===== src/rtl/hpt_pkg.sv =====
package hpt_pkg;
  localparam int WORD_W = 32;
  localparam int VSID_W = 24;
  localparam int PIDX_W = 16;
  localparam int API_W  = 6;
  localparam int POFS_W = 12;
  localparam int EA_W   = 28;
  localparam int SEG_W  = 27;

  localparam int SEG_KS = 26;
  localparam int SEG_KU = 25;
  localparam int SEG_NX = 24;

  localparam int PTE_V   = 31;
  localparam int PTE_H   = 6;
  localparam int PTE_REF = 8;
  localparam int PTE_CHG = 7;

  typedef enum logic [1:0] {
    ACC_LOAD  = 2'd0,
    ACC_STORE = 2'd1,
    ACC_FETCH = 2'd2,
    ACC_RSVD  = 2'd3
  } acc_e;

  typedef struct packed {
    logic x;
    logic w;
    logic r;
  } perm_t;

  localparam logic [WORD_W-1:0] CODE_NX      = 32'h1000_0000;
  localparam logic [WORD_W-1:0] CODE_MISS_LD = 32'h4000_0000;
  localparam logic [WORD_W-1:0] CODE_MISS_ST = 32'h4200_0000;
  localparam logic [WORD_W-1:0] CODE_PROT_LD = 32'h0800_0000;
  localparam logic [WORD_W-1:0] CODE_PROT_ST = 32'h0A00_0000;
endpackage


===== src/rtl/hpt_hash.sv =====
module hpt_hash
  import hpt_pkg::*;
#(
  parameter int ADDR_W      = 32,
  parameter int GROUP_SHIFT = 6
) (
  input  logic [VSID_W-1:0] vsid_i,
  input  logic [PIDX_W-1:0] pidx_i,
  input  logic              sec_i,
  input  logic [ADDR_W-1:0] base_i,
  input  logic [ADDR_W-1:0] mask_i,
  output logic [ADDR_W-1:0] grp_addr_o,
  output logic [WORD_W-1:0] tag_o
);
  logic [ADDR_W-1:0] hash, hsel, goff;

  always_comb begin
    hash       = ADDR_W'(vsid_i ^ VSID_W'(pidx_i));
    hsel       = sec_i ? ~hash : hash;
    goff       = (hsel << GROUP_SHIFT) & mask_i;
    grp_addr_o = base_i + goff;
    tag_o      = {1'b0, vsid_i, 1'b0, pidx_i[PIDX_W-1 -: API_W]};
  end
endmodule


===== src/rtl/hpt_match.sv =====
module hpt_match
  import hpt_pkg::*;
(
  input  logic [WORD_W-1:0] w0_i,
  input  logic [WORD_W-1:0] tag_i,
  input  logic              sec_i,
  output logic              hit_o
);
  logic [WORD_W-1:0] cmp;

  always_comb begin
    cmp        = w0_i;
    cmp[PTE_V] = 1'b0;
    cmp[PTE_H] = 1'b0;
    hit_o      = w0_i[PTE_V] && (w0_i[PTE_H] == sec_i) && (cmp == tag_i);
  end
endmodule


===== src/rtl/hpt_prot.sv =====
module hpt_prot
  import hpt_pkg::*;
(
  input  logic       key_i,
  input  logic [1:0] pp_i,
  input  logic       nx_i,
  input  acc_e       kind_i,
  output perm_t      perm_o,
  output logic       grant_o
);
  always_comb begin
    perm_o.x = ~nx_i;
    if (!key_i) begin
      perm_o.r = 1'b1;
      perm_o.w = (pp_i != 2'd3);
    end else begin
      perm_o.r = (pp_i != 2'd0);
      perm_o.w = (pp_i == 2'd2);
    end
    unique case (kind_i)
      ACC_STORE: grant_o = perm_o.w;
      ACC_FETCH: grant_o = perm_o.x;
      default:   grant_o = perm_o.r;
    endcase
  end
endmodule


===== src/rtl/hpt_walker.sv =====
module hpt_walker
  import hpt_pkg::*;
#(
  parameter int ADDR_W        = 32,
  parameter int GROUP_ENTRIES = 8
) (
  input  logic              clk_i,
  input  logic              rst_ni,
  input  logic              req_valid_i,
  output logic              req_ready_o,
  input  logic [EA_W-1:0]   req_ea_i,
  input  logic [SEG_W-1:0]  req_seg_i,
  input  logic [1:0]        req_kind_i,
  input  logic              req_user_i,
  input  logic [ADDR_W-1:0] tbl_base_i,
  input  logic [ADDR_W-1:0] tbl_mask_i,
  output logic              mem_req_o,
  output logic              mem_we_o,
  output logic [ADDR_W-1:0] mem_addr_o,
  output logic [WORD_W-1:0] mem_wdata_o,
  input  logic              mem_ack_i,
  input  logic [WORD_W-1:0] mem_rdata_i,
  output logic              rsp_valid_o,
  output logic              rsp_fault_o,
  output logic [WORD_W-1:0] rsp_code_o,
  output logic [WORD_W-1:0] rsp_addr_o,
  output logic [2:0]        rsp_perm_o
);
  localparam int WORD_BYTES  = WORD_W / 8;
  localparam int ENTRY_BYTES = 2 * WORD_BYTES;
  localparam int ENTRY_SHIFT = $clog2(ENTRY_BYTES);
  localparam int GROUP_SHIFT = $clog2(GROUP_ENTRIES * ENTRY_BYTES);
  localparam int IDX_W       = $clog2(GROUP_ENTRIES);
  localparam logic [IDX_W-1:0] IDX_LAST = IDX_W'(GROUP_ENTRIES - 1);

  typedef enum logic [2:0] {S_IDLE, S_RD0, S_RD1, S_WB, S_RSP} state_e;

  state_e            state_q;
  logic [EA_W-1:0]   ea_q;
  logic [VSID_W-1:0] vsid_q;
  logic              nx_q, key_q, sec_q;
  acc_e              kind_q;
  logic [IDX_W-1:0]  idx_q;
  logic [WORD_W-1:0] wdata_q;
  logic              rsp_fault_q;
  logic [WORD_W-1:0] rsp_code_q, rsp_addr_q;
  perm_t             rsp_perm_q;

  logic [ADDR_W-1:0] grp_addr, entry_addr;
  logic [WORD_W-1:0] tag, w1_upd;
  logic              ent_hit, grant;
  perm_t             perm_raw, perm_final;
  acc_e              req_kind;

  assign req_kind = acc_e'(req_kind_i);

  hpt_hash #(.ADDR_W(ADDR_W), .GROUP_SHIFT(GROUP_SHIFT)) u_hash (
    .vsid_i     (vsid_q),
    .pidx_i     (ea_q[EA_W-1:POFS_W]),
    .sec_i      (sec_q),
    .base_i     (tbl_base_i),
    .mask_i     (tbl_mask_i),
    .grp_addr_o (grp_addr),
    .tag_o      (tag)
  );

  hpt_match u_match (
    .w0_i  (mem_rdata_i),
    .tag_i (tag),
    .sec_i (sec_q),
    .hit_o (ent_hit)
  );

  hpt_prot u_prot (
    .key_i   (key_q),
    .pp_i    (mem_rdata_i[1:0]),
    .nx_i    (nx_q),
    .kind_i  (kind_q),
    .perm_o  (perm_raw),
    .grant_o (grant)
  );

  always_comb begin
    entry_addr = grp_addr + (ADDR_W'(idx_q) << ENTRY_SHIFT);
    w1_upd = mem_rdata_i;
    w1_upd[PTE_REF] = 1'b1;
    if (kind_q == ACC_STORE) w1_upd[PTE_CHG] = 1'b1;
    perm_final = perm_raw;
    if (kind_q != ACC_STORE) perm_final.w = 1'b0;
  end

  assign req_ready_o = (state_q == S_IDLE);
  assign mem_req_o   = (state_q == S_RD0) || (state_q == S_RD1) || (state_q == S_WB);
  assign mem_we_o    = (state_q == S_WB);
  assign mem_addr_o  = (state_q == S_RD0) ? entry_addr : entry_addr + ADDR_W'(WORD_BYTES);
  assign mem_wdata_o = wdata_q;
  assign rsp_valid_o = (state_q == S_RSP);
  assign rsp_fault_o = rsp_fault_q;
  assign rsp_code_o  = rsp_code_q;
  assign rsp_addr_o  = rsp_addr_q;
  assign rsp_perm_o  = rsp_perm_q;

  always_ff @(posedge clk_i or negedge rst_ni) begin
    if (!rst_ni) begin
      state_q     <= S_IDLE;
      ea_q        <= '0;
      vsid_q      <= '0;
      nx_q        <= 1'b0;
      key_q       <= 1'b0;
      sec_q       <= 1'b0;
      kind_q      <= ACC_LOAD;
      idx_q       <= '0;
      wdata_q     <= '0;
      rsp_fault_q <= 1'b0;
      rsp_code_q  <= '0;
      rsp_addr_q  <= '0;
      rsp_perm_q  <= '0;
    end else begin
      unique case (state_q)
        S_IDLE: if (req_valid_i) begin
          ea_q   <= req_ea_i;
          vsid_q <= req_seg_i[VSID_W-1:0];
          nx_q   <= req_seg_i[SEG_NX];
          key_q  <= req_user_i ? req_seg_i[SEG_KU] : req_seg_i[SEG_KS];
          kind_q <= req_kind;
          sec_q  <= 1'b0;
          idx_q  <= '0;
          if (req_kind == ACC_FETCH && req_seg_i[SEG_NX]) begin
            rsp_fault_q <= 1'b1;
            rsp_code_q  <= CODE_NX;
            rsp_addr_q  <= '0;
            rsp_perm_q  <= '0;
            state_q     <= S_RSP;
          end else begin
            state_q <= S_RD0;
          end
        end
        S_RD0: if (mem_ack_i) begin
          if (ent_hit) begin
            state_q <= S_RD1;
          end else if (idx_q == IDX_LAST) begin
            idx_q <= '0;
            if (!sec_q) begin
              sec_q <= 1'b1;
            end else begin
              rsp_fault_q <= 1'b1;
              rsp_code_q  <= (kind_q == ACC_STORE) ? CODE_MISS_ST : CODE_MISS_LD;
              rsp_addr_q  <= '0;
              rsp_perm_q  <= '0;
              state_q     <= S_RSP;
            end
          end else begin
            idx_q <= idx_q + 1'b1;
          end
        end
        S_RD1: if (mem_ack_i) begin
          if (!grant) begin
            rsp_fault_q <= 1'b1;
            rsp_code_q  <= (kind_q == ACC_STORE) ? CODE_PROT_ST : CODE_PROT_LD;
            rsp_addr_q  <= '0;
            rsp_perm_q  <= '0;
            state_q     <= S_RSP;
          end else begin
            rsp_fault_q <= 1'b0;
            rsp_code_q  <= '0;
            rsp_addr_q  <= {mem_rdata_i[WORD_W-1:POFS_W], ea_q[POFS_W-1:0]};
            rsp_perm_q  <= perm_final;
            wdata_q     <= w1_upd;
            // history bits already present: skip the write cycle
            state_q     <= (w1_upd != mem_rdata_i) ? S_WB : S_RSP;
          end
        end
        S_WB:  if (mem_ack_i) state_q <= S_RSP;
        S_RSP: state_q <= S_IDLE;
        default: state_q <= S_IDLE;
      endcase
    end
  end

  a_r11_hold_until_ack: assert property (@(posedge clk_i) disable iff (!rst_ni)
    mem_req_o && !mem_ack_i |=> mem_req_o && $stable(mem_addr_o) && $stable(mem_we_o)
                                && $stable(mem_wdata_o));

  a_r12_single_pulse: assert property (@(posedge clk_i) disable iff (!rst_ni)
    rsp_valid_o |=> !rsp_valid_o);

  a_r9_no_early_write: assert property (@(posedge clk_i) disable iff (!rst_ni)
    rsp_valid_o && !rsp_fault_o && kind_q != ACC_STORE |-> !rsp_perm_o[1]);

  a_r8_ref_in_writeback: assert property (@(posedge clk_i) disable iff (!rst_ni)
    mem_req_o && mem_we_o |-> mem_wdata_o[PTE_REF]);

  a_r5_nx_fetch: assert property (@(posedge clk_i) disable iff (!rst_ni)
    rsp_valid_o && kind_q == ACC_FETCH && nx_q |-> rsp_fault_o && rsp_code_o == CODE_NX);

  a_r7_fault_has_code: assert property (@(posedge clk_i) disable iff (!rst_ni)
    rsp_valid_o |-> rsp_fault_o == (rsp_code_o != '0));
endmodule


===== config.mk =====
export PLATFORM = sky130hd
export DESIGN_NAME = hpt_walker
export DESIGN_NICKNAME = d
export VERILOG_FILES = /design/src/rtl/hpt_pkg.sv /design/src/rtl/hpt_hash.sv /design/src/rtl/hpt_match.sv /design/src/rtl/hpt_prot.sv /design/src/rtl/hpt_walker.sv
export SDC_FILE = /design/constraint.sdc
export NUM_CORES = 1
export LEC_CHECK = 0
export ABC_AREA = 1
export BUFFER_PORTS_ARGS = -buffer_cell sky130_fd_sc_hd__buf_2
export CORE_MARGIN = 2
export CORE_UTILIZATION = 38
export CTS_BUF_LIST = sky130_fd_sc_hd__clkbuf_4 sky130_fd_sc_hd__clkbuf_8
export CTS_CLUSTER_SIZE = 10
export DETAILED_ROUTE_END_ITERATION = 16
export GPL_TIMING_DRIVEN = 0
export HOLD_SLACK_MARGIN = 0.12
export SLEW_MARGIN = 20
export SYNTH_ARGS = -nofsm -noshare
export SYNTH_HDL_FRONTEND = slang
export SYNTH_SLANG_ARGS = --single-unit

===== constraint.sdc =====
create_clock -name clk_i -period 7 [get_ports clk_i]
set_input_delay 1.05 -clock clk_i [delete_from_list [all_inputs] [get_ports clk_i]]
set_output_delay 1.05 -clock clk_i [all_outputs]
set_load 0.05 [all_outputs]

# [Word level (Yosys, flattened, before mapping)]
# Index checks and enable logic that the tools add are counted.
[word_totals] ff_bits=163 latch_bits=0 mem_bits_rw=0 romBits=0 output_inout_bits=136 wordCells=128 memories=0
[classes] addsub=4 mul=0 n_div=0 n_lt_le_gt_ge=0 n_eq_ne=24 n_shift=0 muxes=66 n_bitwise=4 n_reduce_logical=15
[ops] cell="32-bit 2-to-1 mux" n=16
[ops] cell="32-bit case mux with 3 select lines" n=2
[ops] cell="26-bit 2-to-1 mux" n=3
[ops] cell="3-bit 2-to-1 mux" n=22
[ops] cell="32-bit by 3-bit adder with 32-bit output (second input constant)" n=1
[ops] cell="32-bit adder" n=1
[ops] cell="32-bit by 6-bit adder with 32-bit output" n=1
[ops] cell="32-bit AND" n=1
[ops] cell="30-bit == test" n=1
[ops] cell="28-bit 2-to-1 mux" n=1
[ops] cell="26-bit inverter" n=1
[ops] cell="24-bit by 16-bit bitwise XOR with 24-bit output" n=1
[ops] cell="1-bit 2-to-1 mux" n=15
[ops] cell="2-bit != test (second input constant)" n=6
[ops] cell="3-bit case mux with 4 select lines" n=1
[ops] cell="3-bit case mux with 3 select lines" n=1
[ops] cell="2-bit by 1-bit != test with 1-bit output (second input constant)" n=4
[ops] cell="8-bit AND reduction" n=1
[ops] cell="2-bit == test (second input constant)" n=3
[ops] cell="3-bit by 2-bit == test with 1-bit output (second input constant)" n=2
[ops] cell="3-bit == test (second input constant)" n=2
[ops] cell="3-bit case mux with 2 select lines" n=1
[ops] cell="6-bit AND reduction" n=1
[ops] cell="5-bit AND reduction" n=1
[ops] cell="19 further kinds" n=24

# [Longest topological paths before layout]
[depth] word_depth=8 ltp_mapped=23 ltp_nobuf=22

# [Cells and area by module]
# A second synthesis with hierarchy kept.
[unflattened] cells_unflattened=1717 area_unflattened_um2=11000.6
[by_module_without_submodules] module="hpt_walker" instances=1 cells_per_inst=1036 area_each_um2=7557.2 seq_area_each_um2=3378.2
[by_module_without_submodules] module="hpt_hash" instances=1 cells_per_inst=488 area_each_um2=2690.1 seq_area_each_um2=0.0
[by_module_without_submodules] module="hpt_match" instances=1 cells_per_inst=177 area_each_um2=669.4 seq_area_each_um2=0.0
[by_module_without_submodules] module="hpt_prot" instances=1 cells_per_inst=16 area_each_um2=83.8 seq_area_each_um2=0.0

# [Worst setup path after synthesis]
# OpenSTA, ideal clock, no wires.
[synth_path] path_type="input-to-output" startpoint="in tbl_base_i[3]" endpoint="out mem_addr_o[13]" arrival_time_ns=3.598 required_ns=5.950 path_slack_ns=2.352 stages=16 path_buffers=0 path_cell_list="ha_1 -> inv_1 -> fa_1 -> inv_1 -> nand3_1 -> nand2_2 -> nand2_1 -> nand2_2 -> inv_2 -> nor2_2 -> nand3_1 -> nor2_2 -> inv_1 -> nor3_1 -> nand2_1 -> xnor2_1"
[synth_between] elab_chain_len=4
[synth_rtl] item="start: declaration" line="hpt_walker.sv:15" source="input logic [ADDR_W-1:0] tbl_base_i,"
[synth_rtl] item="32-bit adder (*)" line="hpt_hash.sv:21" source="grp_addr_o = base_i + goff;"
[synth_rtl] item="32-bit by 6-bit adder with 32-bit output (*)" line="hpt_walker.sv:84" source="entry_addr = grp_addr + (ADDR_W'(idx_q) << ENTRY_SHIFT);"
[synth_rtl] item="32-bit by 3-bit adder with 32-bit output" line="hpt_walker.sv:95" source="assign mem_addr_o = (state_q == S_RD0) ? entry_addr : entry_addr + ADDR_W'(WORD_BYTES);"
[synth_rtl] item="32-bit 2-to-1 mux (*)" line="hpt_walker.sv:95"
[synth_rtl] item="end: declaration" line="hpt_walker.sv:19" source="output logic [ADDR_W-1:0] mem_addr_o,"
# Mark *: on every way between the ends. The rest lies on a longest branch, timed or not.

# [Final worst setup path]
[layout_path] startpoint="reg sec_q" endpoint="out mem_addr_o[27]"
[layout_between] elab_chain_len=6
[layout_rtl] item="start: declaration" line="hpt_walker.sv:41" source="logic nx_q, key_q, sec_q;"
[layout_rtl] item="start signal: assignment" line="hpt_walker.sv:110" source="sec_q <= 1'b0;"
[layout_rtl] item="start signal: assignment" line="hpt_walker.sv:126" source="sec_q <= 1'b0;"
[layout_rtl] item="start signal: assignment" line="hpt_walker.sv:144" source="sec_q <= 1'b1;"
[layout_rtl] item="26-bit 2-to-1 mux (*)" line="hpt_hash.sv:19" source="hsel = sec_i ? ~hash : hash;"
[layout_rtl] item="32-bit AND (*)" line="hpt_hash.sv:20" source="goff = (hsel << GROUP_SHIFT) & mask_i;"
[layout_rtl] item="32-bit adder (*)" line="hpt_hash.sv:21"
[layout_rtl] item="32-bit by 6-bit adder with 32-bit output (*)" line="hpt_walker.sv:84"
[layout_rtl] item="32-bit by 3-bit adder with 32-bit output" line="hpt_walker.sv:95"
[layout_rtl] item="32-bit 2-to-1 mux (*)" line="hpt_walker.sv:95"
# Marked as above.

==> metrics.md <==
| Metric | Value |
|---|---|
| Hold-fix buffers at CTS | `0` |
| DIE AREA | `~27,000 sq um` |
| CTS root buf | `clkbuf_8` |
| Mean post-synth cell area | `6.69 sq um` |
| Data arrival time of the critical path | `~4200 ps` |
| Peak Freq | `approximately 0.19 GHz` |
| # rows | `58` |
| Switching part of the total | `0.560` |
| Die Y | `between 150 and 200 um` |
| Post-CTS Setup Bufs | `0` |
| Largest net degree at the start of global routing | `79` |
| Worst hold path type | `flop to flop` |
| Post-synthesis cell count | `between 1,000 and 1,500` |
| CTS tree | `built` |
| Deepest clock path buffer count | `2` |
| Setup ws final | `approximately 1800 ps` |
| CTS buffer count | `17` |
| CTS Sinks | `135` |
| Number of global-route vias before repair | `around 9,500` |
| Register area | `3380 sq um` |
| Post-synthesis async set-or-reset flop share | `1.00` |
| Final Hold Fails | `0` |
| H-Tree Depth | `4` |
| Initial DRC Count | `between 500 and 600` |
| Starting density of the core | `0.386` |
| Primary FF master, synth | `dfrtp_1` |
| Skew final | `approximately 16 ps` |
| Synth unique cells | `37` |
| Power Density | `432 nW/um^2` |
| Post-DP HPWL | `about 27 mm` |
| Clock latency on the worst-skew pair | `between 400 and 500 ps` |
| P_leak | `~7 nW` |
| Layout area overhead | `23.1%` |
| Share of cells above drive strength 1 | `0.229` |
| Crit path kind | `flop to primary output` |
| Placeable Area | `about 25,000 sq um` |
| Syn. warnings | `0` |
| Sequential power share | `0.234` |
| Crit path launch type | `flop` |
| Worst Max-Slew Pin Slew | `slightly above 600 ps` |
| Routability cong. | `roughly 0.9` |
| Met3 WL | `2.24 mm` |
| Tmin final | `5240 ps` |
| Pre-CTS setup slack | `between 2000 and 2500 ps` |
| Crit Path Max Fanout | `10` |
| Wire per inst | `15.6 um` |
| GR Overflow Total | `0` |
| Worst hold slack | `474 ps` |
| Port Buf Inserts | `257` |
| Status | `completed` |
| Switching power | `a little under 0.003 W` |
| Drt via density | `between 4 and 5` |
| Synthesized cell area | `around 9700 sq um` |
| Post-DRT Antenna Nets | `0` |
| Critical path required time | `5950 ps` |
| CTS clk-pin slew, worst paths | `~80 ps` |
| IO Pins | `294` |
| Max-Cap Viols | `0` |
| Highest metal used | `met5` |
| Total Wirelength | `around 33 mm` |
| Vias | `between 9,000 and 10,000` |
| Setup-failing EPs final | `0` |
| VDD IR max | `between 0.0003 and 0.0004 V` |
| Gr usage total | `0.246` |
| Setup crit end kind | `primary output` |
| Synthesized flop and latch total | `135` |
| Met2 Routed Length | `around 16 mm` |
| Area occupied by multi-input gates | `around 5200 sq um` |
| Initial antenna violation count | `11` |
| Fill count | `approximately 2,700` |
| Comb pwr share | `0.638` |
| Nets@finish | `1,946` |
| Met1 WL | `13.5 mm` |
| EDFF count, synth | `0` |
| Slew headroom | `0.587` |
| DRC Markers | `0` |
| Max-slew violations | `0` |
| Clk network pwr share | `0.129` |
| RSZ-0062 raised after global routing | `no` |
| Setup total negative slack | `0 ps` |
| Post_cts resized | `0` |
| Drt first pass iters | `5` |
| Internal power | `around 0.0023 W` |
| First-pass GRT wire length | `50.4 mm` |
| Post-synthesis sequential area ratio | `0.348` |
| Die width | `approximately 160 um` |
| Period utilization | `0.749` |
flip-flops by register name, summed over array words and instances, names as in the netlist, 2 cells and up:
register	cells
ea_q	28
idx_q	3
kind_q	2
mem_wdata_o	32
rsp_addr_o	32
rsp_code_o	4
rsp_perm_o	3
state_q	3
vsid_q	24
cells in the mapped netlist, types with 3 or more instances:
cell | n | share of area
and2_1 | 4 | 0.0026
inv_2 | 13 | 0.0050
buf_4 | 30 | 0.023
o211ai_1 | 4 | 0.0031
nand2_2 | 26 | 0.017
inv_1 | 215 | 0.083
nor2_1 | 92 | 0.036
clkbuf_1 | 19 | 0.0074
nand3_1 | 61 | 0.031
xor2_1 | 40 | 0.036
nand4_1 | 17 | 0.011
nand2_1 | 528 | 0.20
nor2_4 | 8 | 0.0093
o22ai_1 | 17 | 0.011
o21ai_0 | 95 | 0.049
nor2_2 | 17 | 0.011
xnor2_1 | 23 | 0.021
nor3_1 | 6 | 0.0031
nand3_2 | 9 | 0.0093
buf_2 | 8 | 0.0041
a21oi_1 | 29 | 0.015
ha_1 | 33 | 0.043
nand2_4 | 3 | 0.0035
dfrtp_1 | 135 | 0.35
power by group through the flow:
stage | logic (W) | registers, W | clock network (W)
detailed placement | 0.00330 | 0.00122 | 0
CTS | 0.00331 | 0.00121 | 0.000669
finish | 0.00329 | 0.00121 | 0.000663
global placement | 0.00326 | 0.00122 | 0
floorplan | 0.00233 | 0.00132 | 0
global route | 0.00365 | 0.00124 | 0.000698
cell type report:
| cell class | instances | share of cell area |
|---|---|---|
| tap | 330 | 0.0346 |
| timing repair buffer | 258 | 0.111 |
| clock buffer | 20 | 0.0230 |
| buffer | 59 | 0.0288 |
| sequential | 135 | 0.283 |
| clock inverter | 11 | 0.0104 |
| antenna | 3 | 0.000628 |
| inverter | 229 | 0.0719 |
| multi-input combinational | 1054 | 0.437 |
per-stage QoR:
step | std cells | utilization | power, W | instance area [sq um]
floorplan | 1477 | - | 0.00365 | 9800
global placement | 2064 | 0.458 | 0.00447 | 11500
detailed placement | 2065 | 0.460 | 0.00452 | 11500
CTS | 2096 | 0.476 | 0.00518 | 11900
global route | 2097 | 0.476 | 0.00559 | 11900
finish | 2099 | 0.476 | 0.00516 | 11900
routing by layer:
layer / GRT usage / vias to the layer above
met5: 0 / -
met4: 0.0817 / 12
met3: 0.0619 / 58
met2: 0.436 / 280
met1: 0.291 / 4428
li1: - / 5024
cells by family after synthesis:
| group | synth area share |
|---|---|
| compound gates | 0.0850 |
| xor+xnor | 0.0569 |
| fa+ha+maj | 0.0446 |
| buf+inv | 0.124 |
| flops | 0.348 |
| other cells | 0.000386 |
| simple gates | 0.341 |
placed cells by master, fill, tap and decap left out, types with 3 or more instances in the layout:
cell | netlist | routed
a21oi_1 | 29 | 29
and2_1 | 4 | 4
nor2_4 | 8 | 8
diode_2 | 0 | 3
clkinv_2 | 0 | 3
xor2_1 | 40 | 40
buf_2 | 8 | 264
clkinvlp_4 | 0 | 3
xnor2_1 | 23 | 23
nand3_2 | 9 | 9
conb_1 | 1 | 28
dfrtp_1 | 135 | 135
nand2_4 | 3 | 3
nand2_2 | 26 | 26
buf_4 | 30 | 30
nor2_2 | 17 | 17
nor3_1 | 6 | 6
nand4_1 | 17 | 17
nand3_1 | 61 | 61
nor2_1 | 92 | 92
o22ai_1 | 17 | 17
clkbuf_8 | 0 | 20
clkbuf_1 | 19 | 19
inv_1 | 215 | 215
inv_2 | 13 | 13
ha_1 | 33 | 33
o21ai_0 | 95 | 95
o211ai_1 | 4 | 4
nand2_1 | 528 | 528
critical path, stage by stage, from the launching register on:
cell     delay, ps
dfrtp_1        310
buf_2          280
buf_1          530
xor2_1         360
nor2_1          80
ha_1           400
nand2_1        140
nor2_1         190
and2_1         190
nand4_1        150
nand4_1        130
nand2_1        140
nor2_1         180
nand2_1        110
nor2_1         130
nand2_1         60
nand2_1         60
nand2_1         50
inv_1           40
buf_2          250
path summary, 6_finish.rpt:
kind / start / end / slack (ps) / cells past startpoint
worst max-delay path: sec_q / mem_addr_o[27] / 1760 / 19
worst min-delay path: ea_q[8] / ea_q[8] / 470 / 2
worst max register to register: kind_q[1] / rsp_addr_o[10] / 4370 / 11
worst min register to register: ea_q[8] / ea_q[8] / 470 / 2
max in group asynchronous: rst_ni / vsid_q[11] / 5680 / 2
min in group asynchronous: rst_ni / ea_q[7] / 530 / 1
Power figures use the tool's default switching activity.
